## src/rtl/dma_irq_pkg.sv

```systemverilog
`timescale 1ns/1ps
// Shared constants for the DMA interrupt aggregator.
// Assumes a 32-bit register port and two channel groups.
package dma_irq_pkg;
    localparam int DATA_W    = 32;
    localparam int ADDR_W    = 8;
    localparam int GROUPS    = 2;
    localparam int CH_PER_GRP = 8;
    localparam logic [ADDR_W-1:0] OFS_MASK = 8'h00;
    localparam logic [ADDR_W-1:0] OFS_PEND = 8'h04;
endpackage

```

## src/rtl/dma_irq_evmap.sv

```systemverilog
`timescale 1ns/1ps
// Maps per-channel event pulses onto the pending bit layout.
// Group g, index i: half event -> bit g*2*CPG + 2i, done event -> the next bit.
// Assumes 2*GROUPS*CPG <= DW; unused upper bits stay zero.
module dma_irq_evmap #(
    parameter int GROUPS = 2,
    parameter int CPG    = 8,
    parameter int DW     = 32,
    localparam int NCH   = GROUPS * CPG
) (
    input  logic [NCH-1:0] half_pulse,
    input  logic [NCH-1:0] done_pulse,
    output logic [DW-1:0]  set_vec
);
    generate
        for (genvar g = 0; g < GROUPS; g++) begin : g_grp
            for (genvar i = 0; i < CPG; i++) begin : g_ch
                // interleave the two events of one channel on adjacent bits
                assign set_vec[g*2*CPG + 2*i]     = half_pulse[g*CPG + i];
                assign set_vec[g*2*CPG + 2*i + 1] = done_pulse[g*CPG + i];
            end
        end
        if (DW > 2*NCH) begin : g_pad
            assign set_vec[DW-1:2*NCH] = '0;
        end
    endgenerate
endmodule

```

## src/rtl/dma_irq_pend.sv

```systemverilog
`timescale 1ns/1ps
// Sticky pending register with write-one-to-clear.
// A set in the same cycle as a clear of the same bit wins.
// Assumes set_vec and clr_vec are synchronous to clk.
module dma_irq_pend #(
    parameter int DW = 32
) (
    input  logic          clk,
    input  logic          rst_n,
    input  logic [DW-1:0] set_vec,
    input  logic [DW-1:0] clr_vec,
    output logic [DW-1:0] pend_q
);
    // hold, clear, then set with priority
    always_ff @(posedge clk) begin
        if (!rst_n) pend_q <= '0;
        else        pend_q <= (pend_q & ~clr_vec) | set_vec;
    end

    // bits not being cleared remain set
    p_sticky_r3: assert property (@(posedge clk) disable iff (!rst_n)
        ((pend_q & ~clr_vec) != '0) |=> ((pend_q & $past(pend_q & ~clr_vec)) == $past(pend_q & ~clr_vec)));
    // a clear without a simultaneous set empties the bit
    p_clear_r4: assert property (@(posedge clk) disable iff (!rst_n)
        ((clr_vec & ~set_vec) != '0) |=> ((pend_q & $past(clr_vec & ~set_vec)) == '0));
    // an event always lands, even against a clear
    p_set_wins_r5: assert property (@(posedge clk) disable iff (!rst_n)
        (set_vec != '0) |=> ((pend_q & $past(set_vec)) == $past(set_vec)));
endmodule

```

## src/rtl/dma_irq_gen.sv

```systemverilog
`timescale 1ns/1ps
// Registered interrupt request: OR of pending bits under mask.
// Assumes both vectors come straight from registers.
module dma_irq_gen #(
    parameter int DW = 32
) (
    input  logic          clk,
    input  logic          rst_n,
    input  logic [DW-1:0] pend,
    input  logic [DW-1:0] mask,
    output logic          irq_q
);
    // one flop after the reduction to keep the output glitch-free
    always_ff @(posedge clk) begin
        if (!rst_n) irq_q <= 1'b0;
        else        irq_q <= |(pend & mask);
    end

    // all-zero mask silences the line next cycle
    p_masked_r7: assert property (@(posedge clk) disable iff (!rst_n)
        (mask == '0) |=> !irq_q);
    // an unmasked pending bit raises the line next cycle
    p_raise_r7: assert property (@(posedge clk) disable iff (!rst_n)
        ((pend & mask) != '0) |=> irq_q);
endmodule

```

## src/rtl/dma_irq_agg.sv

```systemverilog
`timescale 1ns/1ps
// DMA interrupt aggregator top: register port, mask register,
// event mapping, pending register and interrupt generation.
// Assumes single-cycle write strobes and pulse-shaped channel events.
module dma_irq_agg
    import dma_irq_pkg::*;
#(
    parameter int NCH = GROUPS * CH_PER_GRP
) (
    input  logic              clk,
    input  logic              rst_n,
    input  logic [ADDR_W-1:0] reg_addr,
    input  logic              reg_wr,
    input  logic [DATA_W-1:0] reg_wdata,
    output logic [DATA_W-1:0] reg_rdata,
    input  logic [NCH-1:0]    ch_half,
    input  logic [NCH-1:0]    ch_done,
    output logic              irq
);
    logic [DATA_W-1:0] mask_q;
    logic [DATA_W-1:0] pend_q;
    logic [DATA_W-1:0] set_vec;
    logic [DATA_W-1:0] clr_vec;
    logic              wr_mask;
    logic              wr_pend;

    // address decode of the write strobe
    always_comb begin
        wr_mask = reg_wr && (reg_addr == OFS_MASK);
        wr_pend = reg_wr && (reg_addr == OFS_PEND);
        clr_vec = wr_pend ? reg_wdata : '0;
    end

    // mask register
    always_ff @(posedge clk) begin
        if (!rst_n)       mask_q <= '0;
        else if (wr_mask) mask_q <= reg_wdata;
    end

    // read multiplexer, zero for unmapped offsets
    always_comb begin
        unique case (reg_addr)
            OFS_MASK: reg_rdata = mask_q;
            OFS_PEND: reg_rdata = pend_q;
            default:  reg_rdata = '0;
        endcase
    end

    dma_irq_evmap #(.GROUPS(GROUPS), .CPG(CH_PER_GRP), .DW(DATA_W)) u_evmap (
        .half_pulse (ch_half),
        .done_pulse (ch_done),
        .set_vec    (set_vec)
    );

    dma_irq_pend #(.DW(DATA_W)) u_pend (
        .clk     (clk),
        .rst_n   (rst_n),
        .set_vec (set_vec),
        .clr_vec (clr_vec),
        .pend_q  (pend_q)
    );

    dma_irq_gen #(.DW(DATA_W)) u_gen (
        .clk   (clk),
        .rst_n (rst_n),
        .pend  (pend_q),
        .mask  (mask_q),
        .irq_q (irq)
    );

    // a mask write is stored
    p_mask_wr_r8: assert property (@(posedge clk) disable iff (!rst_n)
        wr_mask |=> (mask_q == $past(reg_wdata)));
    // writes elsewhere leave the mask alone
    p_stray_wr_r9: assert property (@(posedge clk) disable iff (!rst_n)
        (reg_wr && !wr_mask) |=> $stable(mask_q));
    // an event sets its bit regardless of the mask
    p_unmasked_set_r6: assert property (@(posedge clk) disable iff (!rst_n)
        (ch_done[0] && mask_q[1] == 1'b0) |=> pend_q[1]);
endmodule

```

## config.mk

```make
export PLATFORM = sky130hd
export DESIGN_NAME = dma_irq_agg
export DESIGN_NICKNAME = d
export VERILOG_FILES = /design/src/rtl/dma_irq_pkg.sv /design/src/rtl/dma_irq_evmap.sv /design/src/rtl/dma_irq_pend.sv /design/src/rtl/dma_irq_gen.sv /design/src/rtl/dma_irq_agg.sv
export SDC_FILE = /design/constraint.sdc
export NUM_CORES = 1
export LEC_CHECK = 0
export BUFFER_PORTS_ARGS = -buffer_cell sky130_fd_sc_hd__buf_2
export CORE_MARGIN = 2
export CORE_UTILIZATION = 32
export DETAILED_ROUTE_END_ITERATION = 6
export GPL_TIMING_DRIVEN = 0
export PLACE_DENSITY_LB_ADDON = 0.15
export SLEW_MARGIN = 20
export SYNTH_ARGS = -nofsm -noshare
export SYNTH_HDL_FRONTEND = slang
export SYNTH_SLANG_ARGS = --single-unit
```

## constraint.sdc

```tcl
create_clock -name clk -period 2.61 [get_ports clk]
set_input_delay 0.3915 -clock clk [delete_from_list [all_inputs] [get_ports clk]]
set_output_delay 0.3915 -clock clk [all_outputs]
set_load 0.05 [all_outputs]
```

==> results.json, run 1 <==
{
  "cts_max_path_buffers": 2,
  "met1_length_mm": 4.67,
  "cts_root_buffer": "clkbuf_8",
  "sw_frac_of_total": 0.248,
  "finalCritPeriodShare": 0.973,
  "area_delta_synth_final_pct": 29.3,
  "finalSetupTns_ps": 0,
  "grt_pass1_vias": 3094,
  "antenna_cells": 0,
  "maxSlewViolCount": 0,
  "gp_congestion": 0.815,
  "crit_path_max_fanout": 10,
  "fmax_mhz": 394,
  "io_buffers": 105,
  "min_path_type": "input pin to flip-flop",
  "synthesis.area_um2": 3110,
  "fin_cells": 628,
  "ys.flop_type": "dfxtp_1",
  "synth_edf_count": 0,
  "clockPowerShare": 0.409,
  "syn_nets": 454,
  "wl_per_cell_um": 17.2,
  "yosysUniqueCellTypes": 21,
  "drive_gt1_frac": 0.275,
  "drc_errors": 0,
  "tightest_slew_ps": 707,
  "drt-initial-drc-count": 156,
  "dr.pass1.iters": 4,
  "cts_tree": "yes",
  "hold_slack_ps": 301,
  "yosysWarningCount": 0,
  "fin_util": 0.431,
  "start_kind": "input pin",
  "clk_latency_ps": 340,
  "cts_sinks": 65,
  "synthCells": 379,
  "clk_pin_slew_ps": 70,
  "dp_hpwl_mm": 7.74,
  "routed-wl-met3_um": 735,
  "vias": 3157,
  "die-area_um2": 10500,
  "setup_viol": 0,
  "yosysTopAreaCell": "dfxtp_1",
  "p_int_mw": 1.59,
  "synth_area_leaders": "dfxtp_1, nand2_1, mux2i_1, a22o_1, a21oi_1",
  "final-hold-violation-count": 0,
  "peakVddDrop_mv": 0.201,
  "num_io_pins": 108,
  "yosysTopAreaCellShare": 0.418,
  "cts_setup_buffers": 0,
  "async_reset_ff_frac": 0,
  "rrSetupSlack_ps": 1260,
  "dr_wl_met2_mm": 5.16,
  "postRouteAntennaNets": 0,
  "cts-htree-levels": 3,
  "numCtsBuffers": 9,
  "critPathKind": "input pin to output port",
  "synth.most_common_cell": "nand2_1",
  "leakage_nw": 1.74,
  "grt-ovfl-total": 0,
  "grt_pass1_wl_mm": 16.3,
  "status": "finished clean",
  "die_h_um": 103,
  "cp-end-kind": "output port",
  "cp.arrival_ps": 2150,
  "num_rows": 35,
  "required_ps": 2220,
  "drv_cap": 0,
  "fillers": 968,
  "core_area_um2": 9330,
  "wl_mm": 10.8,
  "synthTopCellsByCount": "nand2_1, dfxtp_1, nor2_1",
  "seq_area_frac_synth": 0.418,
  "grt_max_degree": 11,
  "vias_per_cell": 5.03,
  "fin_skew_ps": 7.02,
  "grtUsageTotal": 0.208,
  "maxUsedRoutingLayer": "met4",
  "power_frac_seq": 0.499,
  "slew_headroom": 0.529,
  "power.density_nw_per_um2": 527,
  "period_needed_ps": 2540,
  "num-nets-final": 570,
  "p_comb_frac": 0.092,
  "place_inst": 613,
  "antenna_found_initial": 0,
  "synth-seq-cells": 65,
  "start_util": 0.333,
  "fp.dieW_um": 103,
  "p_sw_uw": 526,
  "syn_avg_cell_area_um2": 8.21
}
## flip-flops by register name (all words and copies together), names as in the netlist
| name | count |
|---|---|
| u_gen.irq_q | 1 |
| mask_q | 32 |
| u_pend.pend_q | 32 |
## per-layer routing
metal / up-vias / global-route usage
li1: 1561 / -
met4: 0 / 0.0697
met3: 21 / 0.0495
met5: - / 0
met2: 114 / 0.349
met1: 1461 / 0.262
## stage by stage
stage | instance area (um^2) | worst slack [ps] | power (mW)
after detailed placement | 3800 | 6.02 | 1.27
after global routing | 4020 | -33.8 | 2.20
after global placement | 3800 | 18.4 | 1.27
final | 4020 | 70.6 | 2.12
after CTS | 4000 | 4.40 | 2.13
after floorplan | 3110 | 285 | 1.16
## layout make-up
class	count	area, um^2	area share
buffer	29	188	0.0467
inverter	1	3.75	0.000933
timing repair buffer	105	543	0.135
sequential	65	1300	0.324
clock inverter	3	40.0	0.00996
tap	129	161	0.0401
clock buffer	12	155	0.0386
multi-input combinational	284	1630	0.405
## worst max-delay path, stage by stage
cell and delay, ps:
buf_2 100, or4_4 580, nor4bb_2 300, buf_4 190, buf_6 160, a22o_1 160, buf_2 270
## placed cells by master (no fill, tap or decap)
cell type / count
nand4_1: 4
a22o_1: 32
buf_8: 3
nor2_2: 1
clkbuf_1: 14
dfxtp_1: 65
o21ai_0: 32
inv_1: 1
nor4bb_2: 1
or4_1: 1
clkinv_2: 2
a22oi_1: 16
nor2_1: 33
or4_4: 1
buf_4: 5
mux2i_1: 32
nor4bb_1: 1
nor3_4: 1
clkbuf_4: 7
nand2_1: 96
buf_6: 3
a21oi_1: 32
buf_1: 2
bufinv_16: 1
o41a_1: 1
buf_2: 101
clkbuf_8: 11
## what timing repair did
item / in CTS / in global routing
gates cloned: 0 / 0
hold endpoints to repair: 0 / 0
hold buffers: 0 / 0
setup endpoints to repair: 1 / 27
resized for setup: 1 / 9
## power groups by stage
stage / logic [mW] / registers (mW) / clock network, mW
after floorplan: 0.0898 / 1.07 / 0
after detailed placement: 0.193 / 1.08 / 0
after global placement: 0.187 / 1.08 / 0
final: 0.195 / 1.06 / 0.865
after global routing: 0.218 / 1.06 / 0.923
after CTS: 0.194 / 1.06 / 0.877
## final timing paths
kind	from	to	depth (start not counted)
worst max-delay path	reg_addr[1]	reg_rdata[31]	7
worst min-delay path	reg_wdata[9]	mask_q[9]$_SDFFE_PN0P_	3
worst max register to register	u_pend.pend_q[29]$_SDFF_PN0_	u_gen.irq_q$_SDFF_PN0_	3
worst min register to register	mask_q[31]$_SDFFE_PN0P_	mask_q[31]$_SDFFE_PN0P_	2
## kinds of logic after synthesis
logic type             count (synthesis)  synth area share
and+or+nand+nor                      139             0.183
AOI/OAI and AO/OA                    113             0.235
DFF                                   65             0.418
muxes                                 32             0.103
buffers and inverters                 30            0.0607
(Power assumes the default switching activity.)
==> run 2, diff against run 1 <==
Settings changed: ABC_AREA from default to 1, CORE_MARGIN 2 to default.
==> run 2 against run 1 <==
Effect of this change:
- die area down 5.6%
- cell count up 8.0%
- power up 4.3%
- wire length down 16%
- non-clock buffer count up 3
- combinational power down 16%
- largest power group unchanged
- highest routed layer unchanged
==> results.json, run 2 <==
{
  "ctsHoldBuffers": 0,
  "cts_sinks": 65,
  "cts_setup_buffers": 0,
  "startpoint": "reg_addr[5]",
  "drive_gt1_frac": 0.257,
  "peakVddDrop_mv": 0.244,
  "final-hold-violation-count": 0,
  "synth-seq-cells": 65,
  "postRouteAntennaNets": 0,
  "cts_root_buffer": "clkbuf_8",
  "synth.most_common_cell": "nand2_1",
  "r2r-start": "u_pend.pend_q[7]$_SDFF_PN0_",
  "antenna_found_initial": 0,
  "start_util": 0.331,
  "grt_max_degree": 11,
  "power_mw": 2.21,
  "rsz0062_at_grt": "false",
  "syn_avg_cell_area_um2": 7.15,
  "cts_tree": "yes",
  "setup_viol": 0,
  "numCtsBuffers": 9,
  "dpl-instance-area_um2": 3750,
  "area_delta_synth_final_pct": 30.3,
  "tightest_slew_ps": 545,
  "layout_common_cells": "nand2_1, buf_2, a21oi_1, dfxtp_1, nand3_1",
  "antenna_cells": 0,
  "grt-ovfl-total": 0,
  "fillers": 1009,
  "leakage_nw": 1.90,
  "finalCritPeriodShare": 0.814,
  "yosysTopAreaCellShare": 0.426,
  "io_buffers": 107,
  "power.density_nw_per_um2": 555,
  "gp_congestion": 0.811,
  "stdcell_area_um2": 3980,
  "fin_cells": 678,
  "vias_per_cell": 4.83,
  "yosysUniqueCellTypes": 13,
  "routed-wl-met3_um": 455,
  "place_inst": 663,
  "top_regs": "mask_q (32), u_pend.pend_q (32), u_gen.irq_q (1)",
  "fin_util": 0.431,
  "dp_hpwl_mm": 6.39,
  "ys.flop_type": "dfxtp_1",
  "fin_skew_ps": 6.43,
  "period_needed_ps": 2130,
  "min-delay-start": "ch_half[7]",
  "grt_pass1_wl_mm": 14.8,
  "cp.arrival_ps": 1730,
  "finalSetupTns_ps": 0,
  "grtUsageTotal": 0.191,
  "mostFrequentLayoutCell": "nand2_1",
  "clk_latency_ps": 340,
  "drt-initial-drc-count": 97,
  "crit_path_max_fanout": 10,
  "drv_cap": 0,
  "cp-end-kind": "output port",
  "dr_wl_met2_mm": 4.22,
  "vias": 3274,
  "status": "finished clean",
  "start_kind": "input pin",
  "seq_area_frac_synth": 0.426,
  "drc_errors": 0,
  "fp.dieW_um": 99.7,
  "cts-htree-levels": 3,
  "wl_mm": 9.09,
  "required_ps": 2220,
  "slew_headroom": 0.637,
  "synthCells": 427,
  "cts_max_path_buffers": 2,
  "syn_nets": 502,
  "critPathKind": "input pin to output port",
  "num_rows": 35,
  "core_area_um2": 9240,
  "postCtsResizedCells": 0,
  "die-area_um2": 9940,
  "dr.pass1.iters": 6,
  "maxSlewViolCount": 0,
  "grt_pass1_vias": 3168,
  "async_reset_ff_frac": 0,
  "synthesis.area_um2": 3050,
  "num_io_pins": 108,
  "synthTopCellsByCount": "nand2_1, a21oi_1, dfxtp_1",
  "num-nets-final": 620,
  "synth_area_leaders": "dfxtp_1, nand2_1, a21oi_1, nand3_1, a22o_1",
  "wl_per_cell_um": 13.4,
  "met1_length_mm": 4.29,
  "fmax_mhz": 471,
  "clk_pin_slew_ps": 70,
  "die_h_um": 99.7,
  "maxUsedRoutingLayer": "met4",
  "yosysTopAreaCell": "dfxtp_1",
  "synth_edf_count": 0,
  "yosysWarningCount": 0,
  "min_path_type": "input pin to flip-flop"
}
run 2: logic make-up after synthesis:
kind of cell | Yosys count | share of synthesized area
compound gates | 97 | 0.198
buf+inv | 64 | 0.0967
flops | 65 | 0.426
simple gates | 201 | 0.279
run 2: stage by stage:
stage / setup slack, ps / hold slack (ps)
after floorplan: 728 / 452
after global placement: 457 / 461
after detailed placement: 479 / 468
after CTS: 477 / 262
after global routing: 383 / 274
final: 485 / 279
run 2: power breakdown:
group,leakage (nW),switching (mW),internal [mW]
sequential,0.534,0.0263,1.03
clock,0.116,0.378,0.612
combinational,1.25,0.0934,0.0703
run 2: worst max-delay path, stage by stage:
cell and delay, ps:
buf_2 90, nor2_1 110, nand2_2 100, nor2_4 140, buf_6 170, buf_2 260, a22o_1 190, buf_2 270
run 2: path summary, 6_finish.rpt:
path / to / slack (ps) / cells after the start
max: reg_rdata[0] / 480 / 8
min: u_pend.pend_q[14]$_SDFF_PN0_ / 280 / 3
max reg2reg: u_gen.irq_q$_SDFF_PN0_ / 1640 / 6
min reg2reg: u_pend.pend_q[14]$_SDFF_PN0_ / 480 / 2
run 2: metal layers:
metal,vias to the layer above,GRT usage
li1,1657,-
met2,96,0.317
met4,0,0.0713
met5,-,0
met1,1510,0.248
met3,11,0.0309
run 2: area by class of cell:
type	instances	area, um^2	area share
Sequential cell	65	1300	0.327
Clock buffer	13	169	0.0424
Multi-Input combinational cell	298	1460	0.366
Clock inverter	2	60.1	0.0151
Tap cell	129	161	0.0406
Inverter	34	128	0.0321
Buffer	30	168	0.0421
Timing Repair Buffer	107	536	0.135
